File: config.mk
export PLATFORM = sky130hd
export DESIGN_NAME = addr_wake_rx
export DESIGN_NICKNAME = d
export VERILOG_FILES = /design/src/rtl/awrx_pkg.sv /design/src/rtl/awrx_datapath.sv /design/src/rtl/awrx_control.sv /design/src/rtl/addr_wake_rx.sv
export SDC_FILE = /design/constraint.sdc
export NUM_CORES = 1
export LEC_CHECK = 0
export ABC_AREA = 1
export CORE_MARGIN = 3
export CORE_UTILIZATION = 51
export DETAILED_ROUTE_END_ITERATION = 7
export HOLD_SLACK_MARGIN = 0.15
export PLACE_DENSITY = 0.79
export SYNTH_ARGS = -nofsm -noshare
export SYNTH_HDL_FRONTEND = slang
export SYNTH_SLANG_ARGS = --single-unit
File: constraint.sdc
create_clock -name clk -period 1.65 [get_ports clk]
set_input_delay 0.33 -clock clk [delete_from_list [all_inputs] [get_ports clk]]
set_output_delay 0.33 -clock clk [all_outputs]
set_load 0.01 [all_outputs]
File: src/rtl/awrx_pkg.sv
package awrx_pkg;

  typedef enum logic [1:0] {
    RX_IDLE,
    RX_START,
    RX_DATA,
    RX_STOP
  } rxPhase_t;

  // strobes issued by the control to the datapath
  typedef struct packed {
    logic takeSample;  // push current line sample into vote history
    logic shiftBit;    // push the voted bit into the frame shifter
    logic commit;      // frame accepted by the control
    logic commitBit8;  // value for the extra-bit flag on commit
  } rxStrobe_t;

  function automatic logic vote3(input logic a, input logic b, input logic c);
    return (a & b) | (a & c) | (b & c);
  endfunction

endpackage

File: src/rtl/awrx_datapath.sv
module awrx_datapath
  import awrx_pkg::*;
#(
  parameter int DATA_W      = 8,
  parameter int SYNC_STAGES = 2
) (
  input  logic              clk,
  input  logic              rstN,
  input  logic              tickEn,
  input  logic              rxLine,
  input  logic              nineBitMode,
  input  logic              clrDone,
  input  rxStrobe_t         strobe,
  output logic              fallSeen,
  output logic              voteBit,
  output logic              ninthBit,
  output logic [DATA_W-1:0] rxData,
  output logic              rxBit8,
  output logic              rxDone
);

  localparam int SHIFT_W = DATA_W + 1;

  logic [SYNC_STAGES-1:0] syncChain;
  logic                   lineS;
  logic                   prevLine;
  logic [1:0]             voteHist;
  logic [SHIFT_W-1:0]     shiftReg;
  logic [DATA_W-1:0]      frameData;
  logic                   loadNow;

  // input synchronizer, depth set by parameter
  for (genvar i = 0; i < SYNC_STAGES; i++) begin : g_sync
    if (i == 0) begin : g_first
      always_ff @(posedge clk or negedge rstN) begin
        if (!rstN) syncChain[0] <= 1'b1;
        else       syncChain[0] <= rxLine;
      end
    end else begin : g_next
      always_ff @(posedge clk or negedge rstN) begin
        if (!rstN) syncChain[i] <= 1'b1;
        else       syncChain[i] <= syncChain[i-1];
      end
    end
  end

  assign lineS = syncChain[SYNC_STAGES-1];

  always_ff @(posedge clk or negedge rstN) begin
    if (!rstN)       prevLine <= 1'b1;
    else if (tickEn) prevLine <= lineS;
  end

  assign fallSeen = prevLine & ~lineS;

  always_ff @(posedge clk or negedge rstN) begin
    if (!rstN)                  voteHist <= 2'b11;
    else if (strobe.takeSample) voteHist <= {voteHist[0], lineS};
  end

  assign voteBit = vote3(voteHist[1], voteHist[0], lineS);

  always_ff @(posedge clk or negedge rstN) begin
    if (!rstN)                shiftReg <= '0;
    else if (strobe.shiftBit) shiftReg <= {voteBit, shiftReg[SHIFT_W-1:1]};
  end

  assign ninthBit  = shiftReg[SHIFT_W-1];
  assign frameData = nineBitMode ? shiftReg[DATA_W-1:0] : shiftReg[SHIFT_W-1:1];
  assign loadNow   = strobe.commit & ~rxDone;

  always_ff @(posedge clk or negedge rstN) begin
    if (!rstN) begin
      rxData <= '0;
      rxBit8 <= 1'b0;
      rxDone <= 1'b0;
    end else if (loadNow) begin
      rxData <= frameData;
      rxBit8 <= strobe.commitBit8;
      rxDone <= 1'b1;
    end else if (clrDone) begin
      rxDone <= 1'b0;
    end
  end

endmodule

File: src/rtl/awrx_control.sv
module awrx_control
  import awrx_pkg::*;
#(
  parameter int DATA_W     = 8,
  parameter int OVERSAMPLE = 16,
  parameter int MID        = 8
) (
  input  logic      clk,
  input  logic      rstN,
  input  logic      tickEn,
  input  logic      nineBitMode,
  input  logic      mpEnable,
  input  logic      fallSeen,
  input  logic      voteBit,
  input  logic      ninthBit,
  output rxStrobe_t strobe
);

  localparam int CNT_W = $clog2(OVERSAMPLE);
  localparam int BIT_W = $clog2(DATA_W + 1);
  localparam logic [CNT_W-1:0] SMP_LO  = CNT_W'(MID - 1);
  localparam logic [CNT_W-1:0] SMP_MID = CNT_W'(MID);
  localparam logic [CNT_W-1:0] SMP_HI  = CNT_W'(MID + 1);
  localparam logic [CNT_W-1:0] CNT_TOP = CNT_W'(OVERSAMPLE - 1);
  localparam logic [BIT_W-1:0] LAST9   = BIT_W'(DATA_W);
  localparam logic [BIT_W-1:0] LAST8   = BIT_W'(DATA_W - 1);

  rxPhase_t         phase;
  logic [CNT_W-1:0] cnt;
  logic [CNT_W-1:0] cntNext;
  logic [BIT_W-1:0] bitCnt;
  logic [BIT_W-1:0] lastBit;
  logic             active;
  logic             atDecide;
  logic             accept;

  assign active   = (phase != RX_IDLE);
  assign cntNext  = (cnt == CNT_TOP) ? '0 : cnt + 1'b1;
  assign atDecide = tickEn & active & (cntNext == SMP_HI);
  assign lastBit  = nineBitMode ? LAST9 : LAST8;
  assign accept   = nineBitMode ? (~mpEnable | ninthBit) : (~mpEnable | voteBit);

  always_comb begin
    strobe            = '0;
    strobe.takeSample = tickEn & active & ((cntNext == SMP_LO) | (cntNext == SMP_MID));
    strobe.shiftBit   = atDecide & (phase == RX_DATA);
    strobe.commit     = atDecide & (phase == RX_STOP) & accept;
    strobe.commitBit8 = nineBitMode ? ninthBit : voteBit;
  end

  always_ff @(posedge clk or negedge rstN) begin
    if (!rstN) begin
      phase  <= RX_IDLE;
      cnt    <= '0;
      bitCnt <= '0;
    end else if (tickEn) begin
      if (phase == RX_IDLE) begin
        if (fallSeen) begin
          phase <= RX_START;
          cnt   <= '0;
        end
      end else begin
        cnt <= cntNext;
        if (atDecide) begin
          unique case (phase)
            RX_START: begin
              bitCnt <= '0;
              phase  <= voteBit ? RX_IDLE : RX_DATA;
            end
            RX_DATA: begin
              bitCnt <= bitCnt + 1'b1;
              if (bitCnt == lastBit) phase <= RX_STOP;
            end
            RX_STOP: phase <= RX_IDLE;
            default: phase <= RX_IDLE;
          endcase
        end
      end
    end
  end

endmodule

File: src/rtl/addr_wake_rx.sv
module addr_wake_rx
  import awrx_pkg::*;
#(
  parameter int DATA_W      = 8,
  parameter int OVERSAMPLE  = 16,
  parameter int MID         = 8,
  parameter int SYNC_STAGES = 2
) (
  input  logic              clk,
  input  logic              rstN,
  input  logic              tickEn,
  input  logic              rxLine,
  input  logic              nineBitMode,
  input  logic              mpEnable,
  input  logic              clrDone,
  output logic [DATA_W-1:0] rxData,
  output logic              rxBit8,
  output logic              rxDone
);

  rxStrobe_t strobe;
  logic      fallSeen;
  logic      voteBit;
  logic      ninthBit;

  awrx_control #(
    .DATA_W    (DATA_W),
    .OVERSAMPLE(OVERSAMPLE),
    .MID       (MID)
  ) u_ctrl (
    .clk        (clk),
    .rstN       (rstN),
    .tickEn     (tickEn),
    .nineBitMode(nineBitMode),
    .mpEnable   (mpEnable),
    .fallSeen   (fallSeen),
    .voteBit    (voteBit),
    .ninthBit   (ninthBit),
    .strobe     (strobe)
  );

  awrx_datapath #(
    .DATA_W     (DATA_W),
    .SYNC_STAGES(SYNC_STAGES)
  ) u_dp (
    .clk        (clk),
    .rstN       (rstN),
    .tickEn     (tickEn),
    .rxLine     (rxLine),
    .nineBitMode(nineBitMode),
    .clrDone    (clrDone),
    .strobe     (strobe),
    .fallSeen   (fallSeen),
    .voteBit    (voteBit),
    .ninthBit   (ninthBit),
    .rxData     (rxData),
    .rxBit8     (rxBit8),
    .rxDone     (rxDone)
  );

endmodule

# Word level (Yosys, flattened, before mapping)
# Index checks and enable logic that the tools add are counted.
# W data, S select, Z words.
dict set report word_totals {
  ff_bits 34
  in_bits 7
  word_cells 67
}
dict set report classes {
  addsub 2
  n_eq_ne 10
  n_mux 16
  bitwise 20
  n_reduce_logical 8
}
# op count
set ops {}
lappend ops {{$mux W4} 4}
lappend ops {{$eq A4 B4 Y1 const B} 3}
lappend ops {{$and A1 B1 Y1} 11}
lappend ops {{$mux W2} 5}
lappend ops {{$add A4 B1 Y4 const B} 2}
lappend ops {{$mux W8} 1}
lappend ops {{$pmux W4 S2} 1}
lappend ops {{$reduce_and A4 Y1} 2}
lappend ops {{$reduce_bool A2 Y1} 4}
lappend ops {{$or A1 B1 Y1} 5}
lappend ops {{$eq A2 B2 Y1 const B} 2}
lappend ops {{$eq A4 B3 Y1 const B} 1}
lappend ops {{$eq A4 B4 Y1} 1}
lappend ops {{$mux W1} 4}
lappend ops {{$not A1 Y1} 4}
lappend ops {{$pmux W2 S2} 1}
lappend ops {{$ne A3 B3 Y1 const B} 1}
lappend ops {{$eq A2 B1 Y1 const B} 1}
lappend ops {{$logic_not A2 Y1} 1}
lappend ops {{$ne A2 B2 Y1 const B} 1}
lappend ops {{$reduce_and A2 Y1} 1}

# Longest topological paths before layout
dict set report depth {
  depth_word 8
  ltp_mapped 10
  ltp_nobuf 10
}

# Modules after synthesis
# A second synthesis with hierarchy kept.
dict set report hier_totals {
  cells_unflattened 225
  area_unflattened_um2 1793.0
}
# module instances cells_each area_each_um2
set modules_own_cells {}
lappend modules_own_cells {awrx_datapath 1 123 1017.2}
lappend modules_own_cells {awrx_control 1 102 775.7}

# Least setup slack after synthesis
# OpenSTA, ideal clock, no wires.
dict set report synth_timing {
  path_type {register to register}
  start {register u_ctrl.phase[0]}
  end {register u_dp.rxBit8}
  arrival_time_ps 1463
  slack_ps 70
  path_stages_with_launch 11
  n_path_buf 0
  period_less_slack_ps 1580
  cell_sequence {dfrtp_1 -> inv_1 -> ha_1 -> nor2_4 -> nand2_1 -> inv_1 -> nand3_4 -> nor2_8 -> inv_2 -> nand2_1 -> nand2_1}
}
dict set report synth_between {
  elab_chain_len 6
  elab_cells_between_ends 7
}
# element line_no
set synth_lines {}
lappend synth_lines {{start, declared} awrx_control.sv:28} ;# rxPhase_t phase;
lappend synth_lines {{start signal, assigned} awrx_control.sv:68} ;# phase <= voteBit ? RX_IDLE : RX_DATA;
lappend synth_lines {{$reduce_bool A2 Y1} awrx_control.sv:37} ;# assign active = (phase != RX_IDLE);
lappend synth_lines {{$and A1 B1 Y1 (2 in series)} awrx_control.sv:39} ;# assign atDecide = tickEn & active & (cntNext == SMP_HI);
lappend synth_lines {{$and A1 B1 Y1 * (2 in series)} awrx_control.sv:47} ;# strobe.commit = atDecide & (phase == RX_STOP) & accept;
lappend synth_lines {{$and A1 B1 Y1 *} awrx_datapath.sv:70} ;# assign loadNow = strobe.commit & ~rxDone;
lappend synth_lines {{end signal, assigned} awrx_datapath.sv:79} ;# rxBit8 <= strobe.commitBit8;
lappend synth_lines {{end, declared} awrx_datapath.sv:18} ;# output logic rxBit8,
# Mark *: on every way between the ends. The rest lies on a longest branch, timed or not.
# A chain may end at the register's enable or synchronous reset.

# Worst setup path after layout
dict set report layout_timing {
  start {register u_ctrl.cnt[1]}
  end {register u_ctrl.bitCnt[1]}
}
dict set report layout_between {
  elab_chain_len 5
  elab_cells_between_ends 6
}
# element line_no
set layout_lines {}
lappend layout_lines {{start, declared} awrx_control.sv:29} ;# logic [CNT_W-1:0] cnt;
lappend layout_lines {{start signal, assigned} awrx_control.sv:63} ;# cnt <= cntNext;
lappend layout_lines {{$add A4 B1 Y4 / $eq A4 B4 Y1 (equally long branches)} awrx_control.sv:38} ;# assign cntNext = (cnt == CNT_TOP) ? '0 : cnt + 1'b1;
lappend layout_lines {{$mux W4 *} awrx_control.sv:38}
lappend layout_lines {{$eq A4 B4 Y1 *} awrx_control.sv:39}
lappend layout_lines {{$and A1 B1 Y1 *} awrx_control.sv:39}
lappend layout_lines {{$reduce_and A4 Y1 (no source line) *} --}
lappend layout_lines {{end signal, assigned} awrx_control.sv:71} ;# bitCnt <= bitCnt + 1'b1;
lappend layout_lines {{end, declared} awrx_control.sv:31} ;# logic [BIT_W-1:0] bitCnt;
# Marks and branches as above.

==> run_results.csv <==
group,metric,value,unit
outcome,status,"finished, violations left",
outcome,violations,"setup timing",
cells_and_area,n_fill_cell,221,
power,share_comb_of_total_power,0.363,
die,core_area,0.00339,mm2
worst_setup_path,required,1.93,ns
routing,vias_per_cell,5.27,
clocking,path_clk_slew,0.11,ns
sta,holdWs,0.346,ns
clocking,clock-root-buffer,"clkbuf_4",
clocking,clk_latency,0.35,ns
power,ir_drop,1.07,mV
global_route,grt_pass1_wl,6290,um
logic_synthesis,ys_top_cells_by_count,"81 x nand2_1, 29 x dfrtp_1, 29 x inv_1, 25 x o21ai_0, 15 x nand3_1",
logic_synthesis,yosysTopAreaCell,"dfrtp_1",
cells_and_area,finish.instance_area,0.00248,mm2
global_route,antenna_found_initial,0,
worst_setup_path,r2r-start,"u_ctrl.cnt[1]$_DFFE_PN0P_",
logic_synthesis,synthMostInstantiatedCell,"nand2_1",
power,swShare,0.375,
global_route,overflow,0,
worst_setup_path,endpoint_kind,"flip-flop",
worst_setup_path,criticalPathCategory,"reg -> reg",
power,seqPwrFrac,0.407,
routing,drc,0,
die,row_count,21,
die,fp.dieW,65.9,um
logic_synthesis,synthCells,229,
power,p_int,1.74,mW
sta,finClkSkew,0.0174,ns
logic_synthesis,async_reset_ff_frac,1.00,
power,p_total,2.78,mW
sta,fin_ws,-0.0418,ns
routing,dr_total_vias,1659,
clocking,cts_buffers,5,
clocking,hold_buffers,0,
sta,final.setup.tns,-0.116,ns
worst_setup_path,ff2ff_path_depth,10,
power,power.density,1120,mW/mm2
worst_setup_path,reg2reg_slack,-0.04,ns
routing,ant_nets,0,
global_route,grt_pass1_vias,1393,
routing,first_iter_violations,157,
sta,setup_viol,8,
die,die_h,65.9,um
power,p_leak,1.24,nW
clocking,cts.sinks,34,
global_route,grtUsageTotal,0.192,
place,pre_cts_slack,-0.131,ns
place,placed_area,0.00216,mm2
sta,rsz0062_at_grt,"yes",
cells_and_area,diodes,0,
logic_synthesis,ys_ff_latch,34,
place,gp_congestion,0.836,
die,start_util,0.539,
logic_synthesis,syn_nets,245,
logic_synthesis,synth_edf_count,0,
die,die-area,0.00434,mm2
routing,routed_wl,4480,um
routing,wl_per_cell,14.2,um
sta,worst_pin_slew,0.385,ns
sta,slew_viol_final,0,
logic_synthesis,ys_types,25,
sta,fin_crit_sh,1.03,
place,dp.cells,301,
cells_and_area,area_growth,35.8,%
logic_synthesis,synthTopCellsByArea,"dfrtp_1 40%, nand2_1 17%, dfstp_2 7.2%, o21ai_0 6.8%, ha_1 6.2%",
logic_synthesis,ys_warn_count,0,
logic_synthesis,synth.yosys.seq_area_share,0.469,
logic_synthesis,syn-cell-area,0.00183,mm2
sta,finalCriticalPeriod,1.69,ns
sta,maxSlewHeadroom,0.744,
die,ioPinCount,17,
run,drv_cap,0,
global_route,grt_max_degree,35,
worst_setup_path,critical_path.startpoint_type,"flip-flop",
sta,hold_viol_final,0,
power,p_sw,1.04,mW
cells_and_area,layout-drive-gt1-share,0.257,
worst_setup_path,rr_endpoint,"u_ctrl.bitCnt[1]$_DFFE_PN0P_",
power,clockPowerShare,0.231,
cells_and_area,fin_util,0.732,
cells_and_area,nets,285,
logic_synthesis,synth-main-ff-cell,"dfrtp_1",
place,dpl.hpwl,2680,um
place,numPortBuffers,16,
routing,dr.pass1.iters,4,
logic_synthesis,yosysTopAreaCellShare,0.397,
worst_setup_path,worstPathArrival,1.97,ns
hold_path,min_path_type,"in -> async",
clocking,clockBufferDepth,2,
logic_synthesis,avgSynthCellArea,7.98,um2
sta,max_freq,0.591,GHz
clocking,htree_levels,2,
clocking,cts_tree,"built",
cells_and_area,finalNonFillerCells,315,
worst_setup_path,cp_max_fo,5,
layer usage:
layer  GRT usage  wire (um)
met4      0.0725        124
met5           0          0
met1       0.263       1880
met3      0.0544        289
met2       0.287       2180
sequential cells by signal, summed over array words and instances (netlist names):
signal and cells:
u_ctrl.bitCnt 4, u_ctrl.cnt 4, u_ctrl.phase 2, u_dp.lineS 1
u_dp.prevLine 1, u_dp.rxBit8 1, u_dp.rxData 8, u_dp.rxDone 1
u_dp.shiftReg 9, u_dp.syncChain 1, u_dp.voteHist 2
cell type report:
cell class / instances / area, um2 / share of cell area
Multi-Input combinational cell: 160 / 953 / 0.384
Sequential cell: 34 / 858 / 0.346
Timing Repair Buffer: 37 / 409 / 0.165
Inverter: 31 / 121 / 0.0489
Tap cell: 46 / 57.6 / 0.0232
Clock buffer: 6 / 51.3 / 0.0207
Clock inverter: 1 / 30.0 / 0.0121
worst max-delay path by stage:
stage / to / depth (start not counted) / startpoint
2_1_floorplan: u_dp.rxBit8$_DFFE_PN0P_ / 10 / u_ctrl.phase[0]$_DFFE_PN0P_
3_3_place_gp: u_dp.rxData[5]$_DFFE_PN0P_ / 9 / nineBitMode
3_5_place_dp: u_ctrl.bitCnt[0]$_DFFE_PN0P_ / 10 / tickEn
4_1_cts: u_ctrl.bitCnt[0]$_DFFE_PN0P_ / 10 / u_ctrl.phase[0]$_DFFE_PN0P_
5_1_grt: u_ctrl.bitCnt[1]$_DFFE_PN0P_ / 10 / u_ctrl.cnt[0]$_DFFE_PN0P_
6_report: u_ctrl.bitCnt[1]$_DFFE_PN0P_ / 10 / u_ctrl.cnt[1]$_DFFE_PN0P_
cell usage in the layout (no fill, tap or decap), types with 3 or more instances in the layout:
master	instances
ha_1	7
inv_1	27
nand2_4	3
nand3_1	10
inv_2	3
buf_4	14
nand2_2	6
nor2_1	8
o21ai_1	5
o21ai_0	16
nand4_1	3
nand2_1	74
clkbuf_4	5
dfstp_2	5
o21ai_2	6
dfrtp_1	28
clkdlybuf4s50_1	15
buf_12	4
nand3_2	4
nor2_4	5
power groups by stage:
stage / Clock, mW / Combinational, mW / Sequential (mW)
6_report: 0.641 / 1.01 / 1.13
5_1_grt: 0.681 / 1.14 / 1.15
4_1_cts: 0.639 / 0.833 / 1.10
3_5_place_dp: 0 / 0.829 / 1.11
3_3_place_gp: 0 / 0.804 / 1.10
2_1_floorplan: 0 / 0.571 / 1.10
cells by family after synthesis:
kind of cell | synth area share
flops | 0.469
simple gates | 0.287
xor+xnor | 0.0144
fa+ha+maj | 0.0616
compound gates | 0.0890
buf+inv | 0.0788
what timing repair did:
action | 4_1_cts | 5_1_grt
setup endpoints to repair | 0 | 28
gates resized for setup | 0 | 45
setup buffers | 0 | 4
worst max-delay path: stages (launching register included):
cell,delay [ns]
dfrtp_2,0.43
ha_4,0.19
inv_2,0.05
nand2_4,0.06
nand2_4,0.06
nor2_4,0.12
nand3_4,0.13
nor2_4,0.27
clkbuf_16,0.20
nand3_2,0.06
o21ai_1,0.08
Note: power is estimated with default switching activity, not from simulation.
